--- config.mk ---
export PLATFORM = sky130hd
export DESIGN_NAME = rx_desc_ring
export DESIGN_NICKNAME = d
export VERILOG_FILES = /design/src/rtl/rxring_pkg.sv /design/src/rtl/rxring_ctrl.sv /design/src/rtl/rxring_dpath.sv /design/src/rtl/rx_desc_ring.sv
export SDC_FILE = /design/constraint.sdc
export NUM_CORES = 1
export LEC_CHECK = 0
export BUFFER_PORTS_ARGS = -buffer_cell sky130_fd_sc_hd__clkbuf_2
export CAP_MARGIN = 10
export CORE_ASPECT_RATIO = 0.6
export CORE_MARGIN = 2
export CORE_UTILIZATION = 25
export DETAILED_ROUTE_END_ITERATION = 7
export SLEW_MARGIN = 30
export SYNTH_ARGS = -nofsm -noshare
export SYNTH_HDL_FRONTEND = slang
export SYNTH_SLANG_ARGS = --single-unit
--- constraint.sdc ---
create_clock -name clk -period 2.71 [get_ports clk]
set_input_delay 0.271 -clock clk [delete_from_list [all_inputs] [get_ports clk]]
set_output_delay 0.271 -clock clk [all_outputs]
set_load 0.1 [all_outputs]
--- src/rtl/rxring_pkg.sv ---
package rxring_pkg;
  localparam int FIELD_W   = 16;
  localparam int PTR_W     = 32;
  localparam int BIT_OWN   = 15;
  localparam int BIT_WRAP  = 13;
  localparam int BIT_BAD   = 0;
  localparam int BIT_LONG  = 1;

  typedef enum logic [2:0] {
    ST_FETCH, ST_ARMED, ST_RECV, ST_WBACK, ST_HALT, ST_STOP
  } ringState_t;

  typedef enum logic [1:0] {
    FLD_STAT = 2'd0, FLD_LEN = 2'd1, FLD_PTR = 2'd2, FLD_NONE = 2'd3
  } descField_t;

  typedef struct packed {
    logic beatFirst;
    logic beatNext;
    logic wback;
    logic idxClr;
    logic dropInc;
  } ringStb_t;
endpackage

--- src/rtl/rxring_ctrl.sv ---
module rxring_ctrl
  import rxring_pkg::*;
(
  input  logic     clk,
  input  logic     rstN,
  input  logic     rxValid,
  input  logic     rxLast,
  input  logic     stopReq,
  input  logic     clearHalt,
  input  logic     busyClr,
  input  logic     ringRestart,
  input  logic     curEmpty,
  output ringStb_t stb,
  output logic     halted,
  output logic     busyEvt,
  output logic     stopDone
);
  ringState_t state, nextState;
  logic inFrame, sop, accept, busySet;

  assign sop = rxValid && !inFrame;

  always_comb begin
    nextState = state;
    stb       = '0;
    accept    = 1'b0;
    busySet   = 1'b0;
    unique case (state)
      ST_FETCH: begin
        if (stopReq)          nextState = ST_STOP;
        else if (ringRestart) stb.idxClr = 1'b1;
        else if (curEmpty)    nextState = ST_ARMED;
        else begin
          nextState = ST_HALT;
          busySet   = 1'b1;
        end
      end
      ST_ARMED: begin
        if (stopReq) nextState = ST_STOP;
        else if (ringRestart) begin
          stb.idxClr = 1'b1;
          nextState  = ST_FETCH;
        end else if (sop) begin
          accept        = 1'b1;
          stb.beatFirst = 1'b1;
          nextState     = rxLast ? ST_WBACK : ST_RECV;
        end
      end
      ST_RECV: begin
        if (rxValid) begin
          stb.beatNext = 1'b1;
          if (rxLast) nextState = ST_WBACK;
        end
      end
      ST_WBACK: begin
        stb.wback = 1'b1;
        nextState = stopReq ? ST_STOP : ST_FETCH;
      end
      ST_HALT: begin
        stb.idxClr = ringRestart;
        if (clearHalt)    nextState = ST_FETCH;
        else if (stopReq) nextState = ST_STOP;
      end
      ST_STOP: begin
        stb.idxClr = ringRestart;
        if (!stopReq) nextState = ST_FETCH;
      end
      default: nextState = ST_FETCH;
    endcase
    stb.dropInc = sop && !accept;
  end

  always_ff @(posedge clk or negedge rstN) begin
    if (!rstN) begin
      state   <= ST_FETCH;
      inFrame <= 1'b0;
      busyEvt <= 1'b0;
    end else begin
      state <= nextState;
      if (rxValid) inFrame <= !rxLast;
      if (busySet)      busyEvt <= 1'b1;
      else if (busyClr) busyEvt <= 1'b0;
    end
  end

  assign halted   = (state == ST_HALT);
  assign stopDone = (state == ST_STOP);

  // entering the halted state always comes with the busy event
  a_r5_busy_on_halt: assert property (@(posedge clk) disable iff (!rstN)
    $rose(halted) |-> busyEvt);
  // without a resume or a stop, a halt persists
  a_r6_halt_holds: assert property (@(posedge clk) disable iff (!rstN)
    (halted && !clearHalt && !stopReq) |=> halted);
  // a stop seen at writeback leads straight to the stopped state
  a_r7_stop_after_frame: assert property (@(posedge clk) disable iff (!rstN)
    (stb.wback && stopReq) |=> stopDone);
  // no frame is taken while stopped
  a_r7_no_accept_stopped: assert property (@(posedge clk) disable iff (!rstN)
    stopDone |-> !stb.beatFirst);
endmodule

--- src/rtl/rxring_dpath.sv ---
module rxring_dpath
  import rxring_pkg::*;
#(
  parameter int DESC_COUNT = 8,
  parameter int MAX_LEN    = 1518,
  parameter int CNT_W      = 16,
  localparam int IDX_W     = $clog2(DESC_COUNT)
) (
  input  logic               clk,
  input  logic               rstN,
  input  ringStb_t           stb,
  input  logic               rxLast,
  input  logic               rxErr,
  input  logic               swWe,
  input  logic [IDX_W+1:0]   swAddr,
  input  logic [PTR_W-1:0]   swWdata,
  output logic [PTR_W-1:0]   swRdata,
  output logic               curEmpty,
  output logic [IDX_W-1:0]   curIdx,
  output logic [CNT_W-1:0]   dropCnt
);
  localparam logic [IDX_W-1:0] LAST_IDX = IDX_W'(DESC_COUNT - 1);

  logic [FIELD_W-1:0] statMem [DESC_COUNT];
  logic [FIELD_W-1:0] lenMem  [DESC_COUNT];
  logic [PTR_W-1:0]   ptrMem  [DESC_COUNT];

  logic [FIELD_W-1:0] frmLen;
  logic               errLat;
  logic               curWrap;
  logic [FIELD_W-1:0] hwStat;
  logic [IDX_W-1:0]   swIdx, nextIdx;
  descField_t         swFld;
  logic               swBlocked;

  assign swIdx    = swAddr[IDX_W+1:2];
  assign swFld    = descField_t'(swAddr[1:0]);
  assign curEmpty = statMem[curIdx][BIT_OWN];
  assign curWrap  = statMem[curIdx][BIT_WRAP];

  always_comb begin
    hwStat                    = '0;
    hwStat[BIT_OWN-1:8]       = statMem[curIdx][BIT_OWN-1:8];
    hwStat[BIT_BAD]           = errLat;
    hwStat[BIT_LONG]          = (frmLen > FIELD_W'(MAX_LEN));
  end

  assign nextIdx   = (curWrap || curIdx == LAST_IDX) ? '0 : curIdx + 1'b1;
  assign swBlocked = stb.wback && (swIdx == curIdx);

  // frame length and error capture
  always_ff @(posedge clk or negedge rstN) begin
    if (!rstN) begin
      frmLen <= '0;
      errLat <= 1'b0;
    end else if (stb.beatFirst) begin
      frmLen <= FIELD_W'(1);
      errLat <= rxLast && rxErr;
    end else if (stb.beatNext) begin
      if (frmLen != '1) frmLen <= frmLen + 1'b1;
      if (rxLast) errLat <= rxErr;
    end
  end

  // ring index and drop counter
  always_ff @(posedge clk or negedge rstN) begin
    if (!rstN) begin
      curIdx  <= '0;
      dropCnt <= '0;
    end else begin
      if (stb.idxClr)     curIdx <= '0;
      else if (stb.wback) curIdx <= nextIdx;
      if (stb.dropInc) dropCnt <= dropCnt + 1'b1;
    end
  end

  // descriptor RAM: engine writes win over software
  always_ff @(posedge clk or negedge rstN) begin
    if (!rstN) begin
      for (int i = 0; i < DESC_COUNT; i++) begin
        statMem[i] <= '0;
        lenMem[i]  <= '0;
        ptrMem[i]  <= '0;
      end
    end else begin
      if (swWe && !swBlocked) begin
        unique case (swFld)
          FLD_STAT: statMem[swIdx] <= swWdata[FIELD_W-1:0];
          FLD_LEN:  lenMem[swIdx]  <= swWdata[FIELD_W-1:0];
          FLD_PTR:  ptrMem[swIdx]  <= swWdata;
          default:  ;
        endcase
      end
      if (stb.wback) begin
        statMem[curIdx] <= hwStat;
        lenMem[curIdx]  <= frmLen;
      end
    end
  end

  always_ff @(posedge clk or negedge rstN) begin
    if (!rstN) swRdata <= '0;
    else begin
      unique case (swFld)
        FLD_STAT: swRdata <= PTR_W'(statMem[swIdx]);
        FLD_LEN:  swRdata <= PTR_W'(lenMem[swIdx]);
        FLD_PTR:  swRdata <= ptrMem[swIdx];
        default:  swRdata <= '0;
      endcase
    end
  end

  // after writeback the entry belongs to software
  a_r3_own_released: assert property (@(posedge clk) disable iff (!rstN)
    stb.wback |=> !statMem[$past(curIdx)][BIT_OWN]);
  // plain step to the following entry
  a_r4_step: assert property (@(posedge clk) disable iff (!rstN)
    (stb.wback && !curWrap && curIdx != LAST_IDX) |=> curIdx == IDX_W'($past(curIdx) + 1'b1));
  // wrap flag returns the index to 0
  a_r4_wrap: assert property (@(posedge clk) disable iff (!rstN)
    (stb.wback && curWrap) |=> curIdx == '0);
  // each dropped frame counts once
  a_r9_drop_count: assert property (@(posedge clk) disable iff (!rstN)
    stb.dropInc |=> dropCnt == CNT_W'($past(dropCnt) + 1'b1));
endmodule

--- src/rtl/rx_desc_ring.sv ---
module rx_desc_ring
  import rxring_pkg::*;
#(
  parameter int DESC_COUNT = 8,
  parameter int MAX_LEN    = 1518,
  parameter int CNT_W      = 16,
  localparam int IDX_W     = $clog2(DESC_COUNT)
) (
  input  logic             clk,
  input  logic             rstN,
  input  logic             rxValid,
  input  logic             rxLast,
  input  logic             rxErr,
  input  logic             stopReq,
  input  logic             clearHalt,
  input  logic             busyClr,
  input  logic             ringRestart,
  input  logic             swWe,
  input  logic [IDX_W+1:0] swAddr,
  input  logic [31:0]      swWdata,
  output logic [31:0]      swRdata,
  output logic [IDX_W-1:0] curIdx,
  output logic             halted,
  output logic             busyEvt,
  output logic             stopDone,
  output logic [CNT_W-1:0] dropCnt
);
  ringStb_t stb;
  logic     curEmpty;

  rxring_ctrl ctrl_i (
    .clk(clk), .rstN(rstN), .rxValid(rxValid), .rxLast(rxLast),
    .stopReq(stopReq), .clearHalt(clearHalt), .busyClr(busyClr),
    .ringRestart(ringRestart), .curEmpty(curEmpty), .stb(stb),
    .halted(halted), .busyEvt(busyEvt), .stopDone(stopDone)
  );

  rxring_dpath #(.DESC_COUNT(DESC_COUNT), .MAX_LEN(MAX_LEN), .CNT_W(CNT_W)) dpath_i (
    .clk(clk), .rstN(rstN), .stb(stb), .rxLast(rxLast), .rxErr(rxErr),
    .swWe(swWe), .swAddr(swAddr), .swWdata(swWdata), .swRdata(swRdata),
    .curEmpty(curEmpty), .curIdx(curIdx), .dropCnt(dropCnt)
  );
endmodule

* Word level (Yosys, flattened, before mapping)
Index checks and enable logic that the tools add are counted.
Storage, ports and cells: register bits 585, output and inout port bits 54, logic and storage cells 152
Cells by class: add/subtract/negate cells 3, $lt $le $gt $ge 5, eq/ne operators 16, mux-type cells 69, bitwise logic cells 2, reductions and logical operators 25
Operators with widths (count):
- $mux 128 | 6
- $bwmux 128 | 4
- $bwmux 256 | 1
- $mux 16 | 11
- $bmux 16 s3 | 3
- $bmux 32 s3 | 1
- $demux 16 s3 | 2
- $demux 32 s3 | 1
- $mux 32 | 3
- $pmux 32 s3 | 1
- $mux 3 | 15
- $add 16x1->16 const B | 2
- $mux 1 | 19
- $pmux 3 s6 | 1
- $gt 16x11->1 const B | 1
- $ne 16x16->1 const B | 1
- $reduce_bool 2->1 | 5
- $eq 3x3->1 const B | 3
- $ge 4x4->1 const B | 2
- $lt 4x1->1 const B | 2
- $not 3->4 | 2
- $logic_and 1x1->1 | 7
- $eq 3x2->1 const B | 2
- $ne 2x2->1 const B | 3
- other kinds (15) | 22

* Depth between registers and ports, before layout
Gate-level depths: netlist (run 1).
depth in word-level cells 10, gate-level depth with buffers 9

* Modules after synthesis
A second synthesis (run 1) with hierarchy kept.
Unflattened totals: cells, all modules 2487, area total of the unflattened synthesis 28100.7 sq um
By module, submodules not included:
- rxring_dpath | times used 1, cells each 2441, area each 27689.1 sq um, seq. area each 14513.9 sq um
- rxring_ctrl | times used 1, cells each 46, area each 411.6 sq um, seq. area each 125.1 sq um

* Worst setup path before layout (run 1)
No wires, ideal clock.
path type register -> register, start point reg dpath_i.curIdx[2], end point reg dpath_i.statMem[62] (netlist bit), arrival 2686 ps, data required time 2585 ps, path slack -100 ps, stages on the path, launching flop included 7, buffers on the path 2, cells stage by stage dfrtp_1 -> xor2_1 -> or4_4 -> buf_2 -> nand3_2 -> buf_6 -> mux2_2
Between the ends: cells in the longest elaborated chain, start to end 7, elaborated cells between the ends (all ways) 16
RTL lines:
- start, declared | line rxring_dpath.sv:19 | output logic [IDX_W-1:0] curIdx,
- start signal, assigned | line rxring_dpath.sv:72 | else if (stb.wback) curIdx <= nextIdx;
- $not 3->4 (not written as such) / $eq 3x3->1 (equally long branches) | line rxring_dpath.sv:43, rxring_dpath.sv:95, rxring_dpath.sv:49
- $ge 4x4->1 (not written as such) (tied with other cells) | line rxring_dpath.sv:95 | statMem[curIdx] <= hwStat;
- $logic_and 1x1->1 (not written as such) / $logic_not 1->1 (equally long branches) | line rxring_dpath.sv:95, rxring_dpath.sv:86
- $mux 16 (not written as such) / $logic_and 1x1->1 (equally long branches) | line rxring_dpath.sv:95, rxring_dpath.sv:86
- $demux 16 s3 / $mux 128 (equally long branches) | line rxring_dpath.sv:95, rxring_dpath.sv:86
- $bwmux 128 | line rxring_dpath.sv:95
- $mux 128 (*) | line rxring_dpath.sv:94 | if (stb.wback) begin
- end signal, assigned by index | line rxring_dpath.sv:88 | FLD_STAT: statMem[swIdx] <= swWdata[FIELD_W-1:0];
- end signal, assigned by index | line rxring_dpath.sv:95
- end, declared | line rxring_dpath.sv:24 | logic [FIELD_W-1:0] statMem [DESC_COUNT];
Mark *: on every way between the ends. The rest lies on a longest branch, timed or not. The select of a mux whose other input is x is not followed. A chain may end at the register's enable or synchronous reset.

* Worst setup path after layout (run 1)
start point reg ctrl_i.state[2], end point reg dpath_i.lenMem[60] (netlist bit)
Between the ends: cells in the longest elaborated chain, start to end 8
RTL lines:
- start, declared | line rxring_ctrl.sv:18 | ringState_t state, nextState;
- start signal, assigned | line rxring_ctrl.sv:79 | state <= nextState;
- $eq 3x2->1 (*) | line rxring_ctrl.sv:28 | unique case (state)
- $mux 1 (*) | line rxring_ctrl.sv:28
- $logic_and 1x1->1 | line rxring_dpath.sv:49 | assign swBlocked = stb.wback && (swIdx == curIdx);
- $logic_not 1->1 | line rxring_dpath.sv:86 | if (swWe && !swBlocked) begin
- $logic_and 1x1->1 | line rxring_dpath.sv:86
- $mux 128 | line rxring_dpath.sv:86
- $bwmux 128 | line rxring_dpath.sv:96 | lenMem[curIdx] <= frmLen;
- $mux 128 (*) | line rxring_dpath.sv:94
- end signal, assigned by index | line rxring_dpath.sv:89 | FLD_LEN: lenMem[swIdx] <= swWdata[FIELD_W-1:0];
- end signal, assigned by index | line rxring_dpath.sv:96
- end, declared | line rxring_dpath.sv:25 | logic [FIELD_W-1:0] lenMem [DESC_COUNT];
Mark *: on every way between the ends. The rest lies on a longest branch, timed or not.

==> key figures, run 1 <==
Critical path
  • Crit Path Max Fanout: 12
  • R2R Path Start: ctrl_i.state[2]$_DFFE_PN0P_
  • Startpoint Class: flip-flop
  • CP Class: reg2reg
  • Arr. time, crit path: 2.97 ns
  • CP max stage delay: 0.53 ns
  • CP required: 3.20 ns
  • Setup crit end kind: flip-flop
  • Start point of the critical path: ctrl_i.state[2]$_DFFE_PN0P_
  • CP cell instances: nand3b_1 > buf_4 > o41a_1 > nand2_2 > buf_12 > mux2i_1 > o21ai_0
  • Slowest-stage cell, CP: o41a_1

STA
  • Fmax: 404 MHz
  • Period minus WS final: 2.48 ns
  • Worst-margin pin slew: 0.816 ns
  • Final hold viol count: 0
  • RSZ-0062 raised after global routing: false
  • Relative slew slack: 0.453
  • Setup Skew: 0.0327 ns
  • Setup TNS: 0 ns
  • Worst hold slack: 0.0542 ns
  • # setup viols final: 0
  • Post-route clock period utilization: 0.914
  • Fin. max-slew vios: 0

Power
  • IR drop worst, VDD: 0.525 mV
  • PD cells: 741 nW/µm²
  • Pleak: 0.0141 µW

Clock network
  • CTS HTree Levels: 2
  • Clk_lat worst skew: 0.64 ns
  • Clock Sink Count: 585
  • CTS Buf Count: 55
  • CTS tree: yes
  • Setup Buffers After CTS: 0
  • Clock buffer depth: 3
  • CTS root buf: clkbuf_16
  • Clock transition at path regs: 0.07 ns

Synth
  • Post-synthesis simple-gate area fraction: 0.105
  • Syn_nets: 2574
  • Adder-Cell Fraction of Synth Area: 0.00225
  • Compound-Gate Fraction of Synth Area: 0.119
  • Synthesized instance count: 2522
  • Mapped Avg Cell Area: 11.0 µm²
  • Area leader, netlist: dfrtp_1
  • Share of the synthesized area in the top cell type: 0.526
  • Multiplexer area fraction after synthesis: 0.203
  • Syn. warnings: 0
  • Yosys cell types: 73
  • Synth Area in XOR/XNOR: 0.00880
  • Top FF cell, synth: dfrtp_1
  • Combinational family with the most area after synthesis: multiplexers
  • Mapped Area: 27900 µm²
  • Async SR Flop Fraction: 1.00
  • Synth Register Bits: 585
  • Largest cells by area after synthesis: dfrtp_1 53%, mux2_2 12%, mux2i_1 7.1%, nand2_1 6.0%, a22oi_1 2.9%
  • Post-synth EDFFs: 0
  • Post-synthesis sequential area ratio: 0.526

Routing
  • Routed len/inst: 22.5 µm
  • Top layer used by detailed routing: met5
  • Total number of vias: 21.1k
  • Routed wl met2: 39600 µm
  • Routed length on met1: 43800 µm
  • Antenna viol nets, final: 0
  • First-pass DRT Iterations: 6
  • Final wirelength: 94100 µm
  • DRC viols: 0
  • Initial DRC Count: 2466
  • Vias per cell: 5.05
  • Met3 WL post-DR: 8600 µm

Global routing
  • First-pass GRT wire length: 141000 µm
  • Initial antenna violation count: 2
  • Remaining Overflow, GRT: 0
  • Pin count of the biggest net entering global routing: 111
  • Vias in the first global route: 20.3k
  • Overall Global Routing Usage: 0.161

Final layout
  • Filler instances: 11.3k
  • Layout overhead on the synthesized area: 19.3%
  • Nets: 2702
  • Share of cells above drive strength 1: 0.262

Hold path
  • Hold wc startpoint: ringRestart
  • Hold WC Path Type: in2reg

Floorplanning
  • Rows: 94
  • Core Area: 110000 µm²
  • Die W: 435 µm
  • I/O pin count: 101
  • Die footprint: 114000 µm²
  • Die height: 263 µm
  • Initial Util: 0.253

Placement
  • Post-DP HPWL: 61700 µm
  • Number of port buffers: 100
  • Gpl congestion: 0.879

Job
  • Max-cap violations: 0

Status
  • Status: finished, final reports clean
stage by stage:
step	worst slack, ns	instances	util	total power, µW	instance area, µm²
after global placement	0.0474	4058	0.283	16400	31100
after CTS	0.166	4178	0.302	24800	33200
after floorplan	0.00387	2522	-	14900	27900
final	0.233	4179	0.302	24600	33200
after detailed placement	0.0476	4058	0.283	16500	31200
after global routing	0.0770	4179	0.302	25800	33200
registers in the layout, indices dropped and copies added, names as in the netlist:
signal           flops
ctrl_i.busyEvt       1
dpath_i.statMem    128
dpath_i.errLat       1
ctrl_i.state         3
dpath_i.swRdata     32
ctrl_i.inFrame       1
dpath_i.dropCnt     16
dpath_i.ptrMem     256
dpath_i.frmLen      16
dpath_i.lenMem     128
dpath_i.curIdx       3
Yosys cell counts, types with 6 or more instances:
library cell  instances
o21ai_0             160
dfrtp_1             585
nor4_1                6
a22o_1                8
inv_1                10
a221o_1               8
a211oi_1             10
nor3_1               15
nand2_1             446
o21ai_1               7
buf_1                12
mux2_1                8
xnor2_1              17
a22oi_1             109
mux4_2               13
a221oi_1             38
o32ai_1               6
a2111oi_0             9
mux2_2              294
clkbuf_1            125
xor2_1               11
nor2b_1              13
nand2b_1              6
mux2i_1             197
o211ai_1             12
nand4_1              10
nand3_1              30
a21oi_1              86
and3_1                9
buf_2                72
nor2_2                8
a41oi_1              15
nor2_1               65
a31oi_1               7
placed cells by master (no fill, tap or decap), types with 12 or more instances in the layout:
master           n
buf_4          130
o21ai_0        160
xnor2_1         17
a22oi_1        109
clkbuf_2        96
a21oi_1         86
mux2_2         294
mux4_2          13
clkbuf_16       56
nor2_1          58
nand2_1        446
dlygate4sd3_1   23
mux2i_1        197
a221oi_1        38
buf_12          40
a41oi_1         15
o211ai_1        12
clkbuf_1        14
dfrtp_1        583
nand3_1         30
report_power, final:
group / internal, µW / total [µW] / switching [µW]
sequential: 10500 / 11700 / 1160
clock: 4610 / 8190 / 3580
combinational: 1960 / 4760 / 2800
timing repair:
item / in CTS / in global routing
setup endpoints to repair: 0 / 1
hold endpoints to repair: 589 / 0
resized for setup: 0 / 1
hold buffers: 23 / 0
per-layer routing:
metal  vias to the layer above  global-route usage
met2                       891               0.229
met1                     10798               0.244
li1                       9278                   -
met4                         2              0.0404
met5                         -                   0
met3                       126              0.0366
layout make-up:
class,count,area [µm²],area share
inverters,11,41.3,0.00124
clock inverters,22,325,0.00979
repair buffers,290,2500,0.0753
well taps,1488,1860,0.0560
clock buffers,75,1520,0.0458
diodes,1,2.50,0.0000753
flip-flops and latches,585,14600,0.441
multi-input cells,1707,12300,0.371
worst paths after layout:
kind,to,slack (ns),cells after the start
worst min register to register,dpath_i.dropCnt[15]$_DFFE_PN0P_,0.47,1
worst max register to register,dpath_i.lenMem[60]$_DFF_PN0_,0.23,7
min in group asynchronous,dpath_i.ptrMem[150]$_DFFE_PN0P_,0.14,2
worst max-delay path,dpath_i.lenMem[60]$_DFF_PN0_,0.23,7
worst min-delay path,ctrl_i.busyEvt$_DFFE_PN0P_,0.05,4
max in group asynchronous,dpath_i.lenMem[39]$_DFF_PN0_,1.59,4
logic make-up after synthesis:
kind of cell             count (synthesis)
AND/OR/NAND/NOR                        657
flip-flops                             585
multiplexers                           512
AO/OA/AOI/OAI                          505
buffers and inverters                  230
XOR/XNOR                                28
adder cells (fa/ha/maj)                  5
critical path, delay by kind of cell, from the launching register on:
kind                   cells  cell delay (ns)
DFF                        1             0.37
and+or+nand+nor            2             0.58
AOI/OAI and AO/OA          2             0.63
muxes                      1             0.22
buffers and inverters      2             0.51
Note: power is estimated with default switching activity, not from simulation.
==> run 2: changes to the inputs <==
--- a/config.mk
+++ b/config.mk
@@ -10,7 +10,9 @@
 export CORE_ASPECT_RATIO = 0.6
 export CORE_MARGIN = 2
 export CORE_UTILIZATION = 25
+export CTS_CLUSTER_DIAMETER = 80
 export DETAILED_ROUTE_END_ITERATION = 7
+export PLACE_DENSITY = 0.41
 export SLEW_MARGIN = 30
 export SYNTH_ARGS = -nofsm -noshare
 export SYNTH_HDL_FRONTEND = slang
==> constraint.sdc (replaced) <==
create_clock -name clk -period 2.2 [get_ports clk]
set_input_delay 0.22 -clock clk [delete_from_list [all_inputs] [get_ports clk]]
set_output_delay 0.22 -clock clk [all_outputs]
set_load 0.1 [all_outputs]
==> run 2 against run 1 <==
  * The run now ends with negative setup slack left
  * Hold slack improved by 0.041 ns
  * Worst setup slack got worse by 0.34 ns
  * Sequential power increased by 23%
  * Clock skew decreased by 0.0060 ns
  * Via count increased by 2.5%
  * Sequential share of layout area decreased by 2.5 points
  * Cell area increased by 6.1%
  * Register-to-register slack got worse by 0.34 ns
  * Wire length increased by 14%
  * Critical path depth increased by 1
  * Largest cell class unchanged
==> key figures, run 2 (synthesis gave the netlist of run 1 again) <==
Clock network
  • Clock transition at path regs: 0.07 ns
  • CTS tree: yes
  • Clk_lat worst skew: 0.65 ns
  • Clock Sink Count: 585
  • CTS HTree Levels: 3
  • Clock buffer depth: 3
  • CTS root buf: clkbuf_16
  • CTS Buf Count: 67

Global routing
  • Remaining Overflow, GRT: 0
  • Vias in the first global route: 22.0k
  • Pin count of the biggest net entering global routing: 88
  • Initial antenna violation count: 2
  • First-pass GRT wire length: 157000 µm
  • Overall Global Routing Usage: 0.185

Routing
  • Antenna viol nets, final: 0
  • Initial DRC Count: 1978
  • Total number of vias: 21.6k
  • Routed len/inst: 24.9 µm
  • First-pass DRT Iterations: 5
  • Final wirelength: 108000 µm
  • Vias per cell: 5.00
  • DRC viols: 0

STA
  • Setup Skew: 0.0266 ns
  • Fmax: 434 MHz
  • Period minus WS final: 2.31 ns
  • # setup viols final: 250
  • RSZ-0062 raised after global routing: true
  • Fin. max-slew vios: 0
  • Relative slew slack: 0.467
  • Post-route clock period utilization: 1.05
  • Worst-margin pin slew: 0.800 ns
  • Worst hold slack: 0.0956 ns
  • Final hold viol count: 0
  • Setup ws final: -0.106 ns

Final layout
  • Layout overhead on the synthesized area: 26.6%
  • Nets: 2831
  • Top flop regs: dpath_i.ptrMem x256, dpath_i.lenMem x128, dpath_i.statMem x128
  • Share of cells above drive strength 1: 0.308
  • Finished Core Util: 0.320
  • Reg with most FFs: dpath_i.ptrMem
  • Commonest non-fill, non-tap cell in the layout: dfrtp_1
  • Ant. Diodes: 0
  • Number of flip-flops in the largest register: 256
  • Most frequent cells in the layout: 582 x dfrtp_1, 446 x nand2_1, 279 x mux2_2

Critical path
  • R2R Path Start: dpath_i.curIdx[0]$_DFFE_PN0P_
  • Crit path to: dpath_i.ptrMem[131]$_DFFE_PN0P_
  • Crit Path Max Fanout: 15
  • CP cell instances: xor2_2 > or4_4 > nand4b_4 > buf_12 > buf_12 > nor2_4 > buf_12 > mux2_2
  • CP required: 2.72 ns
  • CP max stage delay: 0.58 ns
  • CP top delay family: simple AND/OR/NAND/NOR gates
  • Worst Path Buf+Inv: 3
  • Startpoint Class: flip-flop
  • Flop-to-flop setup slack: -0.11 ns
  • R2R Path End: dpath_i.ptrMem[131]$_DFFE_PN0P_
  • CP Depth: 8
  • Slowest-stage cell, CP: or4_4
  • Worst reg-to-reg path cell count: 8
  • Start point of the critical path: dpath_i.curIdx[0]$_DFFE_PN0P_
  • CP Class: reg2reg
  • Crit-path most repeated cell: buf_12
  • Setup crit end kind: flip-flop
  • Arr. time, crit path: 2.83 ns

Placement
  • Number of port buffers: 100
  • Pre-CTS setup slack: -0.491 ns
  • Post-DP HPWL: 73500 µm
  • Gpl congestion: 0.874

Power
  • Power consumption: 32500 µW
  • IR drop worst, VDD: 0.584 mV
  • PD cells: 921 nW/µm²
  • Pleak: 0.0152 µW

Floorplanning
  • Core Area: 110000 µm²
  • Initial Util: 0.253
  • Die height: 263 µm
  • Rows: 94
  • I/O pin count: 101
  • Die footprint: 114000 µm²
  • Die W: 435 µm

Hold path
  • Hold WC Path Type: in2reg

Job
  • Max-cap violations: 0

Status
  • Failing checks: negative setup slack
  • Status: finished, violations left
run 2: area by class of cell:
type | instances | area [µm²]
fillers | 11159 | 74800
clock inverters | 23 | 239
well taps | 1488 | 1860
inverters | 11 | 41.3
multi-input cells | 1707 | 12600
flip-flops and latches | 585 | 14700
clock buffers | 99 | 2020
repair buffers | 407 | 3870
run 2: metal layers:
metal	track usage	up-vias	part of all wire
li1	-	9558	-
met1	0.282	11274	0.51
met2	0.260	652	0.41
met3	0.0426	125	0.063
met4	0.0414	4	0.018
met5	0	-	0.00019
run 2: worst register-to-register path, cell delays in order, from the launching register on:
cell	delay (ns)
dfrtp_4	0.49
xor2_2	0.15
or4_4	0.58
nand4b_4	0.13
buf_12	0.15
buf_12	0.12
nor2_4	0.05
buf_12	0.17
mux2_2	0.32
run 2: how the worst min path moves through the flow:
stage               startpoint                            end  depth (start not counted)  slack, ns
floorplan                 rstN     ctrl_i.busyEvt$_DFFE_PN0P_                          0      -0.08
global placement          rstN  dpath_i.statMem[96]$_DFF_PN0_                          1       0.18
detailed placement        rstN  dpath_i.statMem[31]$_DFF_PN0_                          1       0.17
CTS                     rxLast     dpath_i.errLat$_DFFE_PN0P_                          4       0.05
global route              rstN  dpath_i.statMem[96]$_DFF_PN0_                          2       0.12
finish                  rxLast     dpath_i.errLat$_DFFE_PN0P_                          4        0.1
run 2: power breakdown:
part / internal (µW) / switching [µW] / leakage [µW]
Sequential: 13000 / 1420 / 0.00720
Clock: 6760 / 4880 / 0.00112
Combinational: 2710 / 3750 / 0.00691
run 2: what timing repair did:
action                                 4_1_cts  5_1_grt
pin swaps                                    5        5
resized for setup                           40       70
gates cloned                                 2        4
endpoints found under the hold margin      423        0
setup endpoints to repair                  360      368
hold buffers                                25        0
buffers inserted                             5        6
run 2: through the flow:
| step | area (µm²) | setup TNS [ns] | std cells |
|---|---|---|---|
| after global placement | 32200 | -18.87 | 4157 |
| after detailed placement | 32200 | -19.56 | 4157 |
| after CTS | 35000 | -11.36 | 4311 |
| final | 35300 | -13.57 | 4320 |
| after global routing | 35300 | -29.13 | 4320 |
| after floorplan | 28000 | -13.23 | 2522 |
